$ cat src/rtl/mba_pkg.sv
`timescale 1ns/1ps
package mba_pkg;

  typedef enum logic [2:0] {S_IDLE, S_GROW, S_ROLL, S_DONE, S_FAIL} mba_state_e;

  // ring priority: edge rings score highest
  function automatic int core_prio(int c, int w, int h);
    int x, y, ring;
    x = c % w;
    y = c / w;
    ring = x;
    if (y < ring) ring = y;
    if (w - 1 - x < ring) ring = w - 1 - x;
    if (h - 1 - y < ring) ring = h - 1 - y;
    return w - ring;
  endfunction

  // router whose tile holds core c
  function automatic int core_tile(int c, int w, int tw, int th, int rx);
    return ((c / w) / th) * rx + (c % w) / tw;
  endfunction

  // top-left core of router r's tile
  function automatic int tile_attach(int r, int w, int tw, int th, int rx);
    return ((r / rx) * th) * w + (r % rx) * tw;
  endfunction

endpackage

$ cat src/rtl/mba_fit.sv
`timescale 1ns/1ps
module mba_fit import mba_pkg::*; #(
  parameter int N_CORES = 16,
  parameter int N_RT    = 4,
  parameter int GRID_W  = 4,
  parameter int TILE_W  = 2,
  parameter int TILE_H  = 2,
  parameter int RT_X    = 2,
  parameter int NPW     = 5,
  parameter int RW      = 2
)(
  input  logic               clk,
  input  logic               rst_n,
  input  logic [N_CORES-1:0] free_mask,
  input  logic [NPW-1:0]     np,
  output logic               fit_ok,
  output logic [RW-1:0]      fit_rt
);

  logic [N_RT-1:0][NPW-1:0] cnt;
  logic [NPW-1:0]           best;

  always_comb begin
    for (int r = 0; r < N_RT; r++) begin
      cnt[r] = '0;
      for (int c = 0; c < N_CORES; c++)
        if (free_mask[c] && core_tile(c, GRID_W, TILE_W, TILE_H, RT_X) == r)
          cnt[r] = cnt[r] + NPW'(1);
    end
  end

  // best fit: fewest free cores that still cover np, lowest index on ties
  always_comb begin
    fit_ok = 1'b0;
    fit_rt = '0;
    best   = '0;
    for (int r = 0; r < N_RT; r++)
      if (np != '0 && cnt[r] >= np && (!fit_ok || cnt[r] < best)) begin
        fit_ok = 1'b1;
        fit_rt = RW'(r);
        best   = cnt[r];
      end
  end


  fit_room_chk: assert property (@(posedge clk) disable iff (!rst_n)
    fit_ok |-> (np != '0 && cnt[fit_rt] >= np));

endmodule

$ cat src/rtl/mba_pick.sv
`timescale 1ns/1ps
module mba_pick import mba_pkg::*; #(
  parameter int N_CORES = 16,
  parameter int GRID_W  = 4,
  parameter int GRID_H  = 4,
  parameter int TILE_W  = 2,
  parameter int TILE_H  = 2,
  parameter int RT_X    = 2,
  parameter int RW      = 2,
  parameter int CW      = 4
)(
  input  logic [N_CORES-1:0] free_mask,
  input  logic [N_CORES-1:0] mine_mask,
  input  logic [RW-1:0]      cur,
  output logic               pick_ok,
  output logic [CW-1:0]      pick_idx
);

  logic [N_CORES-1:0] front;

  for (genvar c = 0; c < N_CORES; c++) begin : g_core
    localparam int CX = c % GRID_W;
    localparam int CY = c / GRID_W;
    localparam int TL = core_tile(c, GRID_W, TILE_W, TILE_H, RT_X);
    localparam bit IS_ATT = (tile_attach(TL, GRID_W, TILE_W, TILE_H, RT_X) == c);
    logic adj_w, adj_e, adj_n, adj_s;
    if (CX > 0) begin : g_w
      assign adj_w = mine_mask[c-1];
    end else begin : g_nw
      assign adj_w = 1'b0;
    end
    if (CX < GRID_W - 1) begin : g_e
      assign adj_e = mine_mask[c+1];
    end else begin : g_ne
      assign adj_e = 1'b0;
    end
    if (CY > 0) begin : g_n
      assign adj_n = mine_mask[c-GRID_W];
    end else begin : g_nn
      assign adj_n = 1'b0;
    end
    if (CY < GRID_H - 1) begin : g_s
      assign adj_s = mine_mask[c+GRID_W];
    end else begin : g_ns
      assign adj_s = 1'b0;
    end
    assign front[c] = free_mask[c] && (int'(cur) == TL) &&
                      (adj_w || adj_e || adj_n || adj_s || IS_ATT);
  end

  // highest ring priority first, lowest index on ties
  always_comb begin
    int best;
    pick_ok  = 1'b0;
    pick_idx = '0;
    best     = 0;
    for (int c = 0; c < N_CORES; c++)
      if (front[c] && (!pick_ok || core_prio(c, GRID_W, GRID_H) > best)) begin
        pick_ok  = 1'b1;
        pick_idx = CW'(c);
        best     = core_prio(c, GRID_W, GRID_H);
      end
  end

endmodule

$ cat src/rtl/mesh_bus_alloc.sv
`timescale 1ns/1ps
module mesh_bus_alloc import mba_pkg::*; #(
  parameter int GRID_W = 4,
  parameter int GRID_H = 4,
  parameter int RT_X   = 2,
  parameter int RT_Y   = 2,
  localparam int N_CORES = GRID_W * GRID_H,
  localparam int N_RT    = RT_X * RT_Y,
  localparam int TILE_W  = GRID_W / RT_X,
  localparam int TILE_H  = GRID_H / RT_Y,
  localparam int CW      = $clog2(N_CORES),
  localparam int RW      = (N_RT > 1) ? $clog2(N_RT) : 1,
  localparam int OW      = RW + 1,
  localparam int NPW     = $clog2(N_CORES + 1)
)(
  input  logic           clk,
  input  logic           rst_n,
  input  logic           req_valid,
  input  logic [NPW-1:0] req_np,
  output logic           busy,
  output logic           grant,
  output logic           fail,
  output logic [RW-1:0]  grant_rt,
  input  logic           rel_valid,
  input  logic [RW-1:0]  rel_rt,
  input  logic           flt_valid,
  input  logic [CW-1:0]  flt_core,
  input  logic [CW-1:0]  rd_core,
  output logic [OW-1:0]  rd_owner,
  output logic           rd_failed
);

  localparam logic [OW-1:0] UNASG = '1;

  mba_state_e                st_q;
  logic [RW-1:0]             cur_q;
  logic [NPW-1:0]            need_q, got_q;
  logic [N_CORES-1:0]        new_q, dead_q;
  logic [N_CORES-1:0][OW-1:0] own_q;
  logic [N_CORES-1:0]        free_mask, mine_mask;

  logic          fit_ok, pick_ok;
  logic [RW-1:0] fit_rt;
  logic [CW-1:0] pick_idx;

  // named events for the checks
  logic take_evt, roll_evt, rel_evt;
  assign take_evt = (st_q == S_GROW) && pick_ok;
  assign roll_evt = (st_q == S_ROLL);
  assign rel_evt  = rel_valid && (st_q == S_IDLE);

  always_comb begin
    for (int c = 0; c < N_CORES; c++) begin
      free_mask[c] = (own_q[c] == UNASG) && !dead_q[c];
      mine_mask[c] = (own_q[c] == {1'b0, cur_q}) && !dead_q[c];
    end
  end

  mba_fit #(
    .N_CORES(N_CORES), .N_RT(N_RT), .GRID_W(GRID_W), .TILE_W(TILE_W),
    .TILE_H(TILE_H), .RT_X(RT_X), .NPW(NPW), .RW(RW)
  ) u_fit (
    .clk(clk), .rst_n(rst_n), .free_mask(free_mask), .np(req_np),
    .fit_ok(fit_ok), .fit_rt(fit_rt)
  );

  mba_pick #(
    .N_CORES(N_CORES), .GRID_W(GRID_W), .GRID_H(GRID_H), .TILE_W(TILE_W),
    .TILE_H(TILE_H), .RT_X(RT_X), .RW(RW), .CW(CW)
  ) u_pick (
    .free_mask(free_mask), .mine_mask(mine_mask), .cur(cur_q),
    .pick_ok(pick_ok), .pick_idx(pick_idx)
  );

  always_ff @(posedge clk or negedge rst_n) begin
    if (!rst_n) begin
      st_q   <= S_IDLE;
      cur_q  <= '0;
      need_q <= '0;
      got_q  <= '0;
      new_q  <= '0;
    end else begin
      case (st_q)
        S_IDLE: if (req_valid) begin
          new_q <= '0;
          got_q <= '0;
          if (fit_ok) begin
            st_q   <= S_GROW;
            cur_q  <= fit_rt;
            need_q <= req_np;
          end else begin
            st_q <= S_FAIL;
          end
        end
        S_GROW: if (pick_ok) begin
          got_q           <= got_q + NPW'(1);
          new_q[pick_idx] <= 1'b1;
          if (got_q + NPW'(1) == need_q) st_q <= S_DONE;
        end else begin
          st_q <= S_ROLL;
        end
        S_ROLL:  st_q <= S_FAIL;
        default: st_q <= S_IDLE;
      endcase
    end
  end

  always_ff @(posedge clk or negedge rst_n) begin
    if (!rst_n) begin
      own_q  <= '{default: UNASG};
      dead_q <= '0;
    end else begin
      for (int c = 0; c < N_CORES; c++) begin
        if (take_evt && pick_idx == CW'(c))
          own_q[c] <= {1'b0, cur_q};
        else if (roll_evt && new_q[c])
          own_q[c] <= UNASG;
        else if (rel_evt && !dead_q[c] && own_q[c] == {1'b0, rel_rt})
          own_q[c] <= UNASG;
      end
      if (flt_valid) dead_q[flt_core] <= 1'b1;
    end
  end

  assign busy      = (st_q != S_IDLE);
  assign grant     = (st_q == S_DONE);
  assign fail      = (st_q == S_FAIL);
  assign grant_rt  = cur_q;
  assign rd_owner  = own_q[rd_core];
  assign rd_failed = dead_q[rd_core];


  pulse_idle_chk: assert property (@(posedge clk) disable iff (!rst_n)
    (grant || fail) |=> !busy);

  exact_fill_chk: assert property (@(posedge clk) disable iff (!rst_n)
    grant |-> (got_q == need_q));

  live_take_chk: assert property (@(posedge clk) disable iff (!rst_n)
    take_evt |-> (own_q[pick_idx] == UNASG && !dead_q[pick_idx]));

  roll_clean_chk: assert property (@(posedge clk) disable iff (!rst_n)
    fail |-> ((new_q & ~free_mask & ~dead_q) == '0));

endmodule

$ cat config.mk
export PLATFORM = sky130hd
export DESIGN_NAME = mesh_bus_alloc
export DESIGN_NICKNAME = d
export VERILOG_FILES = /design/src/rtl/mba_pkg.sv /design/src/rtl/mba_fit.sv /design/src/rtl/mba_pick.sv /design/src/rtl/mesh_bus_alloc.sv
export SDC_FILE = /design/constraint.sdc
export NUM_CORES = 1
export LEC_CHECK = 0
export BUFFER_PORTS_ARGS = -buffer_cell sky130_fd_sc_hd__buf_4
export CELL_PAD_IN_SITES_DETAIL_PLACEMENT = 1
export CELL_PAD_IN_SITES_GLOBAL_PLACEMENT = 2
export CORE_AREA = 2 2 175 126
export CTS_CLUSTER_DIAMETER = 100
export DETAILED_ROUTE_END_ITERATION = 16
export DIE_AREA = 0 0 177 128
export HOLD_SLACK_MARGIN = 0.02
export PLACE_DENSITY_LB_ADDON = 0.1
export SYNTH_ARGS = -nofsm -noshare
export SYNTH_HDL_FRONTEND = slang
export SYNTH_SLANG_ARGS = --single-unit
$ cat constraint.sdc
create_clock -name clk -period 7.4 [get_ports clk]
set_input_delay 0.37 -clock clk [delete_from_list [all_inputs] [get_ports clk]]
set_output_delay 0.37 -clock clk [all_outputs]
set_load 0.1 [all_outputs]
==> impl_metrics.ini, run 1 <==
[power_and_ir_drop]
sw_frac_of_total_pct = 44.5
intPower_uw = 1430
ir_drop_uv = 122
pwr-share-seq_pct = 35.7
leakagePower_uw = 0.00303
p_comb_share_pct = 44.4
total_power_uw = 2580
power_switching_uw = 1150
clkPwrFrac_pct = 20.0
powerDensity_nw_per_um2 = 335

[place]
gp_congestion = 0.849
io_buffers = 28
dpl_cell_area_um2 = 7330
dpl.hpwl_um = 17900
dp_slack_ns = 0.115

[sta]
fin_crit_sh_pct = 93.3
report.final.setup_viol = 0
relSlewSlack_pct = 24.5
tns_ns = 0
fmax_ghz = 0.145
post-route-min-period_ns = 6.90
clock_skew_ns = 0.0118
tightest_slew_ns = 1.13
final-hold-violation-count = 0
rsz0062_at_grt = no
slew_viol_final = 0
fin_ws_ns = 0.497

[detailed_routing]
ant_nets = 0
route.detailed.drc = 0
routed-via-count = 5634
viasPerCell = 5.50
routed_wl_um = 23200
first_iter_violations = 315
wl_per_cell_um = 22.7
first_pass_iters = 4

[floorplan]
die_y_um = 128
io_pins = 29
die_x_um = 177
initial_utilization_pct = 32.3
die_area_um2 = 22700
core_area_um2 = 21100
rows = 45

[setup_path]
cp.depth = 29
reg2reg_from = own_q[1]
required_ns = 7.67
setup.worst_path.class = reg2reg
reg2reg_depth = 29
cp_common_cell = ha_1
crit_start = own_q[1]
start_kind = flip-flop
crit_arrival_ns = 7.17
crit_fanout = 6
crit_family = compound AO/OA/AOI/OAI gates
slowest_stage = dfstp_2
worst-r2r-setup-slack_ns = 0.50
end_kind = flip-flop
cpPeakStageDelay_ns = 0.59
crit_end = grant_rt[1]
path_buf_inv = 0
r2r_end = grant_rt[1]

[synthesis]
post-synth-top-area-fraction_pct = 18.5
synth_flop_cell = dfstp_2
netlist.top_cell.by_area = dfstp_2
synth-edff-count = 0
synthTopCellsByArea = dfstp_2 18%, dfrtp_1 17%, xnor2_1 7.6%
syn_area_um2 = 6830
synth_seq_cells = 95
postSynthCellCount = 709
ys_seq_area_share_pct = 35.7
synth_cell_types = 74
async_reset_ff_share_pct = 100
ys.warnings.count = 0
synth_area_per_cell_um2 = 9.63

[global_route]
grt_first_pass_wirelength_um = 36400
grt_pass1_vias = 5871
gr-total-overflow = 0
grt_antenna_before_repair = 0
grt_max_degree = 60
grtUsageTotal_pct = 21.6

[flow_run]
max-cap-violations = 0

[cts]
cts_max_path_buffers = 2
cts_tree = yes
cts.reportedPaths.clkPinSlew_ns = 0.08
cts_made_buffers = 9
root_buffer = clkbuf_16
ctsHtreeMaxLevel = 3
clk_latency_ns = 0.37
cts_num_sinks = 95

[finish]
areaGrowthSynthToFinish_pct = 12.7
drive_above_1_share_pct = 21.0
nets = 795
final_area_um2 = 7700
antenna_cells = 0

[hold_path]
worstHoldPathType = in2reg

[outcome]
status = finished clean
[metrics by stage]
stage,util (%),cells,hold WS (ns)
after floorplan,-,717,0.0744
after global placement,34.7,1006,0.360
after detailed placement,34.7,1006,0.365
after CTS,36.3,1023,0.260
after global routing,36.5,1024,0.289
final,36.5,1024,0.268
[per-layer routing]
metal / wire length (um) / part of all wire (%) / GRT usage [%]
met4: 335 / 1.4 / 4.96
met3: 839 / 3.6 / 3.62
met1: 11900 / 51 / 32.1
met5: 0 / 0 / 0
met2: 10100 / 44 / 32.7
[cell usage after synthesis, drive strengths merged, types with 4 or more instances]
cell type	n
o21bai	10
dfrtp	47
nor3	13
and4b	7
clkbuf	15
and2	4
a21o	8
nand2	65
dfstp	48
o21a	27
o21ai	35
o31ai	4
nand3	28
a31o	5
xnor2	59
nand4	4
mux4	20
or2	10
nand4b	10
nor2	68
a31oi	4
buf	10
nor3b	6
nor4	10
ha	38
xor2	24
nand3b	6
nand2b	8
a21oi	24
inv	29
and3	9
[layout make-up]
class                      instances  area [um^2]
clock buffer                       9          225
clock inverter                     7         97.6
fill                            2398        13400
inverter                          29          109
multi-input combinational        568         4220
sequential                        95         2440
tap                              282          353
timing repair buffer              34          258
[sequential cells by signal, indices dropped and copies added (netlist names)]
signal,count
own_q,48
dead_q,16
need_q,5
grant_rt,2
got_q,5
st_q,3
new_q,16
[cells by family (layout without fill, tap and decap cells)]
group	after synthesis	in the layout	share of synthesized area [%]
multiplexers	25	25	7.38
other	2	10	0.110
flip-flops	95	95	35.7
XOR/XNOR	83	83	10.6
buffers and inverters	54	79	3.59
AND/OR/NAND/NOR	263	263	20.3
AO/OA/AOI/OAI	149	149	15.3
adder cells (fa/ha/maj)	38	38	6.96
[how the worst min path moves through the flow]
stage | start | end | cells after the start
floorplan | rst_n | dead_q[0] | 0
global placement | rst_n | new_q[4] | 1
detailed placement | rst_n | new_q[4] | 1
CTS | flt_core[1] | dead_q[4] | 2
global route | flt_core[3] | dead_q[4] | 2
finish | flt_core[1] | dead_q[4] | 2
[cells in the final DEF, fill, tap and decap left out, types with 4 or more instances in the layout]
cell / n
a21o_1: 8
a21oi_1: 24
a31o_2: 5
and2_1: 4
and3_1: 6
and4b_1: 5
buf_4: 33
clkbuf_16: 9
conb_1: 10
dfrtp_1: 47
dfstp_2: 48
ha_1: 38
inv_1: 29
mux4_2: 20
nand2_1: 65
nand2b_1: 8
nand3_1: 28
nand3b_1: 6
nand4_1: 4
nand4b_1: 10
nor2_1: 67
nor3_1: 12
nor3b_1: 5
nor4_1: 8
o21a_1: 27
o21ai_0: 33
o21bai_1: 10
o31ai_1: 4
or2_2: 10
xnor2_1: 58
xor2_1: 24
[power groups by stage]
stage          registers, uW  logic [uW]  clock network [uW]
6_report                 919        1140                 514
5_1_grt                  939        1250                 548
4_1_cts                  916        1150                 529
3_5_place_dp             924        1140                   0
3_3_place_gp             913        1110                   0
2_1_floorplan            873         843                   0
[what timing repair did]
| action | 4_1_cts | 5_1_grt |
|---|---|---|
| endpoints found under the setup margin | 0 | 2 |
| resized for setup | 0 | 8 |
| setup buffers | 0 | 1 |
| endpoints found under the hold margin | 21 | 0 |
| hold buffers | 1 | 0 |
No activity file was read; power rests on OpenSTA's default activity.
==> inputs of run 2 (changes only) <==
--- a/config.mk
+++ b/config.mk
@@ -8,8 +8,9 @@
 export BUFFER_PORTS_ARGS = -buffer_cell sky130_fd_sc_hd__buf_4
+export CAP_MARGIN = 20
 export CELL_PAD_IN_SITES_DETAIL_PLACEMENT = 1
 export CELL_PAD_IN_SITES_GLOBAL_PLACEMENT = 2
-export CORE_AREA = 2 2 175 126
+export CORE_AREA = 2 2 181 130
 export CTS_CLUSTER_DIAMETER = 100
 export DETAILED_ROUTE_END_ITERATION = 16
-export DIE_AREA = 0 0 177 128
+export DIE_AREA = 0 0 183 132
 export HOLD_SLACK_MARGIN = 0.02
@@ -18,2 +19,3 @@
 export SYNTH_HDL_FRONTEND = slang
+export SYNTH_HIERARCHICAL = 1
 export SYNTH_SLANG_ARGS = --single-unit
==> constraint.sdc (replaced) <==
create_clock -name clk -period 7.4 [get_ports clk]
set_input_delay 0.74 -clock clk [delete_from_list [all_inputs] [get_ports clk]]
set_output_delay 0.74 -clock clk [all_outputs]
set_load 0.1 [all_outputs]
==> run 2 against run 1 <==
Compared with the run above:
- first-iteration DRC count rose by 23%
- utilization is 0.56 points higher
- area after synthesis grew 6.5%
- critical endpoint is now grant_rt[0]
- count of clock-buffer cells in the layout increased by 1
- flip-flop and latch count unchanged
- total power increased by 1.8%
- largest power group unchanged
- critical path type unchanged
==> impl_metrics.ini, run 2 <==
[outcome]
status = finished clean

[floorplan]
die_area_um2 = 24200
die_y_um = 132
core_area_um2 = 22300
io_pins = 29
initial_utilization_pct = 32.6
rows = 46
die_x_um = 183

[global_route]
grt_first_pass_wirelength_um = 39500
gr-total-overflow = 0
grt_max_degree = 69
grt_pass1_vias = 6236
grtUsageTotal_pct = 22.0
grt_antenna_before_repair = 0

[cts]
clk_latency_ns = 0.37
ctsHtreeMaxLevel = 3
cts.reportedPaths.clkPinSlew_ns = 0.07
cts_made_buffers = 9
root_buffer = clkbuf_16
cts_max_path_buffers = 2
cts_tree = yes
cts_num_sinks = 95

[synthesis]
post-synth-top-area-fraction_pct = 17.3
ys.warnings.count = 6
synthTopCellsByCount = 58 x nor2_1, 49 x xor2_1, 48 x dfstp_2, 48 x inv_1, 47 x dfrtp_1
synth_flop_cell = dfstp_2
synth_area_per_cell_um2 = 9.79
postSynthCellCount = 743
synth_cell_types = 86
ys_seq_area_share_pct = 33.5
synthTopCellsByArea = dfstp_2 17%, dfrtp_1 16%, ha_1 6.9%
synth_seq_cells = 95
netlist.top_cell.by_area = dfstp_2
yosysMostFrequentCell = nor2_1
synth-edff-count = 0
syn_area_um2 = 7270
async_reset_ff_share_pct = 100

[place]
dpl.hpwl_um = 19100
gp_congestion = 0.826
io_buffers = 28
dp_cells = 1043

[sta]
fmax_ghz = 0.145
report.final.setup_viol = 0
tns_ns = 0
hold_slack_ns = 0.286
tightest_slew_ns = 1.07
final-hold-violation-count = 0
rsz0062_at_grt = no
relSlewSlack_pct = 28.7
clock_skew_ns = 0.0108
fin_crit_sh_pct = 93.2
slew_viol_final = 0
post-route-min-period_ns = 6.90

[setup_path]
crit_fanout = 5
path_buf_inv = 3
slowest_stage = dfstp_2
crit_arrival_ns = 7.18
start_kind = flip-flop
cpPeakStageDelay_ns = 0.57
reg2reg_depth = 35
cp.depth = 35
cp_common_cell = ha_1
setup.worst_path.class = reg2reg
required_ns = 7.68
end_kind = flip-flop
crit_family = compound AO/OA/AOI/OAI gates

[finish]
nets = 838
fin_cells = 1072
areaGrowthSynthToFinish_pct = 13.6
nFillCells = 2556
largestRegisters = own_q (48), dead_q (16), new_q (16)
final_cell_mix = 58 x nor2_1, 49 x xor2_1, 48 x buf_4, 48 x dfstp_2, 47 x dfrtp_1
largest_reg_flops = 48
layout_commonest_cell = nor2_1
regMostFlops = own_q
drive_above_1_share_pct = 24.6

[detailed_routing]
viasPerCell = 5.66
first_pass_iters = 5
routed-via-count = 6072
ant_nets = 0
first_iter_violations = 387
wl_per_cell_um = 24.1
route.detailed.drc = 0
routed_wl_um = 25800

[hold_path]
worstHoldPathType = in2async

[power_and_ir_drop]
ir_drop_uv = 132
sw_frac_of_total_pct = 44.7
pwr-share-seq_pct = 33.5
power_switching_uw = 1170
p_comb_share_pct = 46.8
powerDensity_nw_per_um2 = 318
intPower_uw = 1450
clkPwrFrac_pct = 19.7
leakagePower_uw = 0.00353

[flow_run]
max-cap-violations = 0
-- run 2: final timing paths --
kind / endpoint / from / slack [ns]
max: grant_rt[0] / own_q[2] / 0.50
min in group clk: new_q[11] / new_q[11] / 0.49
min reg2reg: new_q[11] / new_q[11] / 0.49
min: got_q[3] / rst_n / 0.29
max reg2reg: grant_rt[0] / own_q[2] / 0.50
max in group asynchronous: dead_q[3] / rst_n / 5.83
-- run 2: area by class of cell --
cell class	instances	area (um^2)	area share, %
well taps	288	360	4.36
flip-flops and latches	95	2440	29.5
repair buffers	49	365	4.42
multi-input cells	575	4600	55.7
diodes	1	2.50	0.0303
clock buffers	10	229	2.77
inverters	48	180	2.18
clock inverters	6	85.1	1.03
-- run 2: kinds of logic after synthesis --
kind of cell | share of synthesized area [%]
AOI/OAI and AO/OA | 17.6
xor gates and xnor gates | 10.2
adders and majority gates | 6.88
buffers and inverters | 4.49
DFF | 33.5
muxes | 8.45
other | 0.103
and+or+nand+nor | 18.8
-- run 2: power by group through the flow --
stage,combinational [uW],clock (uW),sequential (uW)
2_1_floorplan,846,0,817
3_3_place_gp,1140,0,880
3_5_place_dp,1170,0,888
4_1_cts,1180,532,880
5_1_grt,1330,553,899
6_report,1230,517,880
-- run 2: metrics by stage --
step / worst slack [ns] / power [uW] / instance area [um^2] / utilization (%)
6_report: 0.502 / 2620 / 8260 / 37.0
3_5_place_dp: -0.0452 / 2060 / 7800 / 34.9
4_1_cts: 0.0324 / 2590 / 8120 / 36.4
3_3_place_gp: 0.258 / 2020 / 7800 / 34.9
5_1_grt: 0.00194 / 2780 / 8260 / 37.0
2_1_floorplan: 0.622 / 1660 / 7300 / -
-- run 2: what timing repair did --
item                                    4_1_cts  5_1_grt
endpoints found under the setup margin        2        2
hold buffers                                  0        0
pin swaps                                     0       10
buffers inserted                              0       11
resized for setup                             2       13
-- run 2: layer usage --
| layer | vias up | wire length, um | global-route usage [%] |
|---|---|---|---|
| met4 | 0 | 357 | 5.29 |
| li1 | 2784 | - | - |
| met3 | 23 | 868 | 3.62 |
| met1 | 3170 | 13800 | 34.3 |
| met5 | - | 0 | 0 |
| met2 | 95 | 10700 | 31.2 |
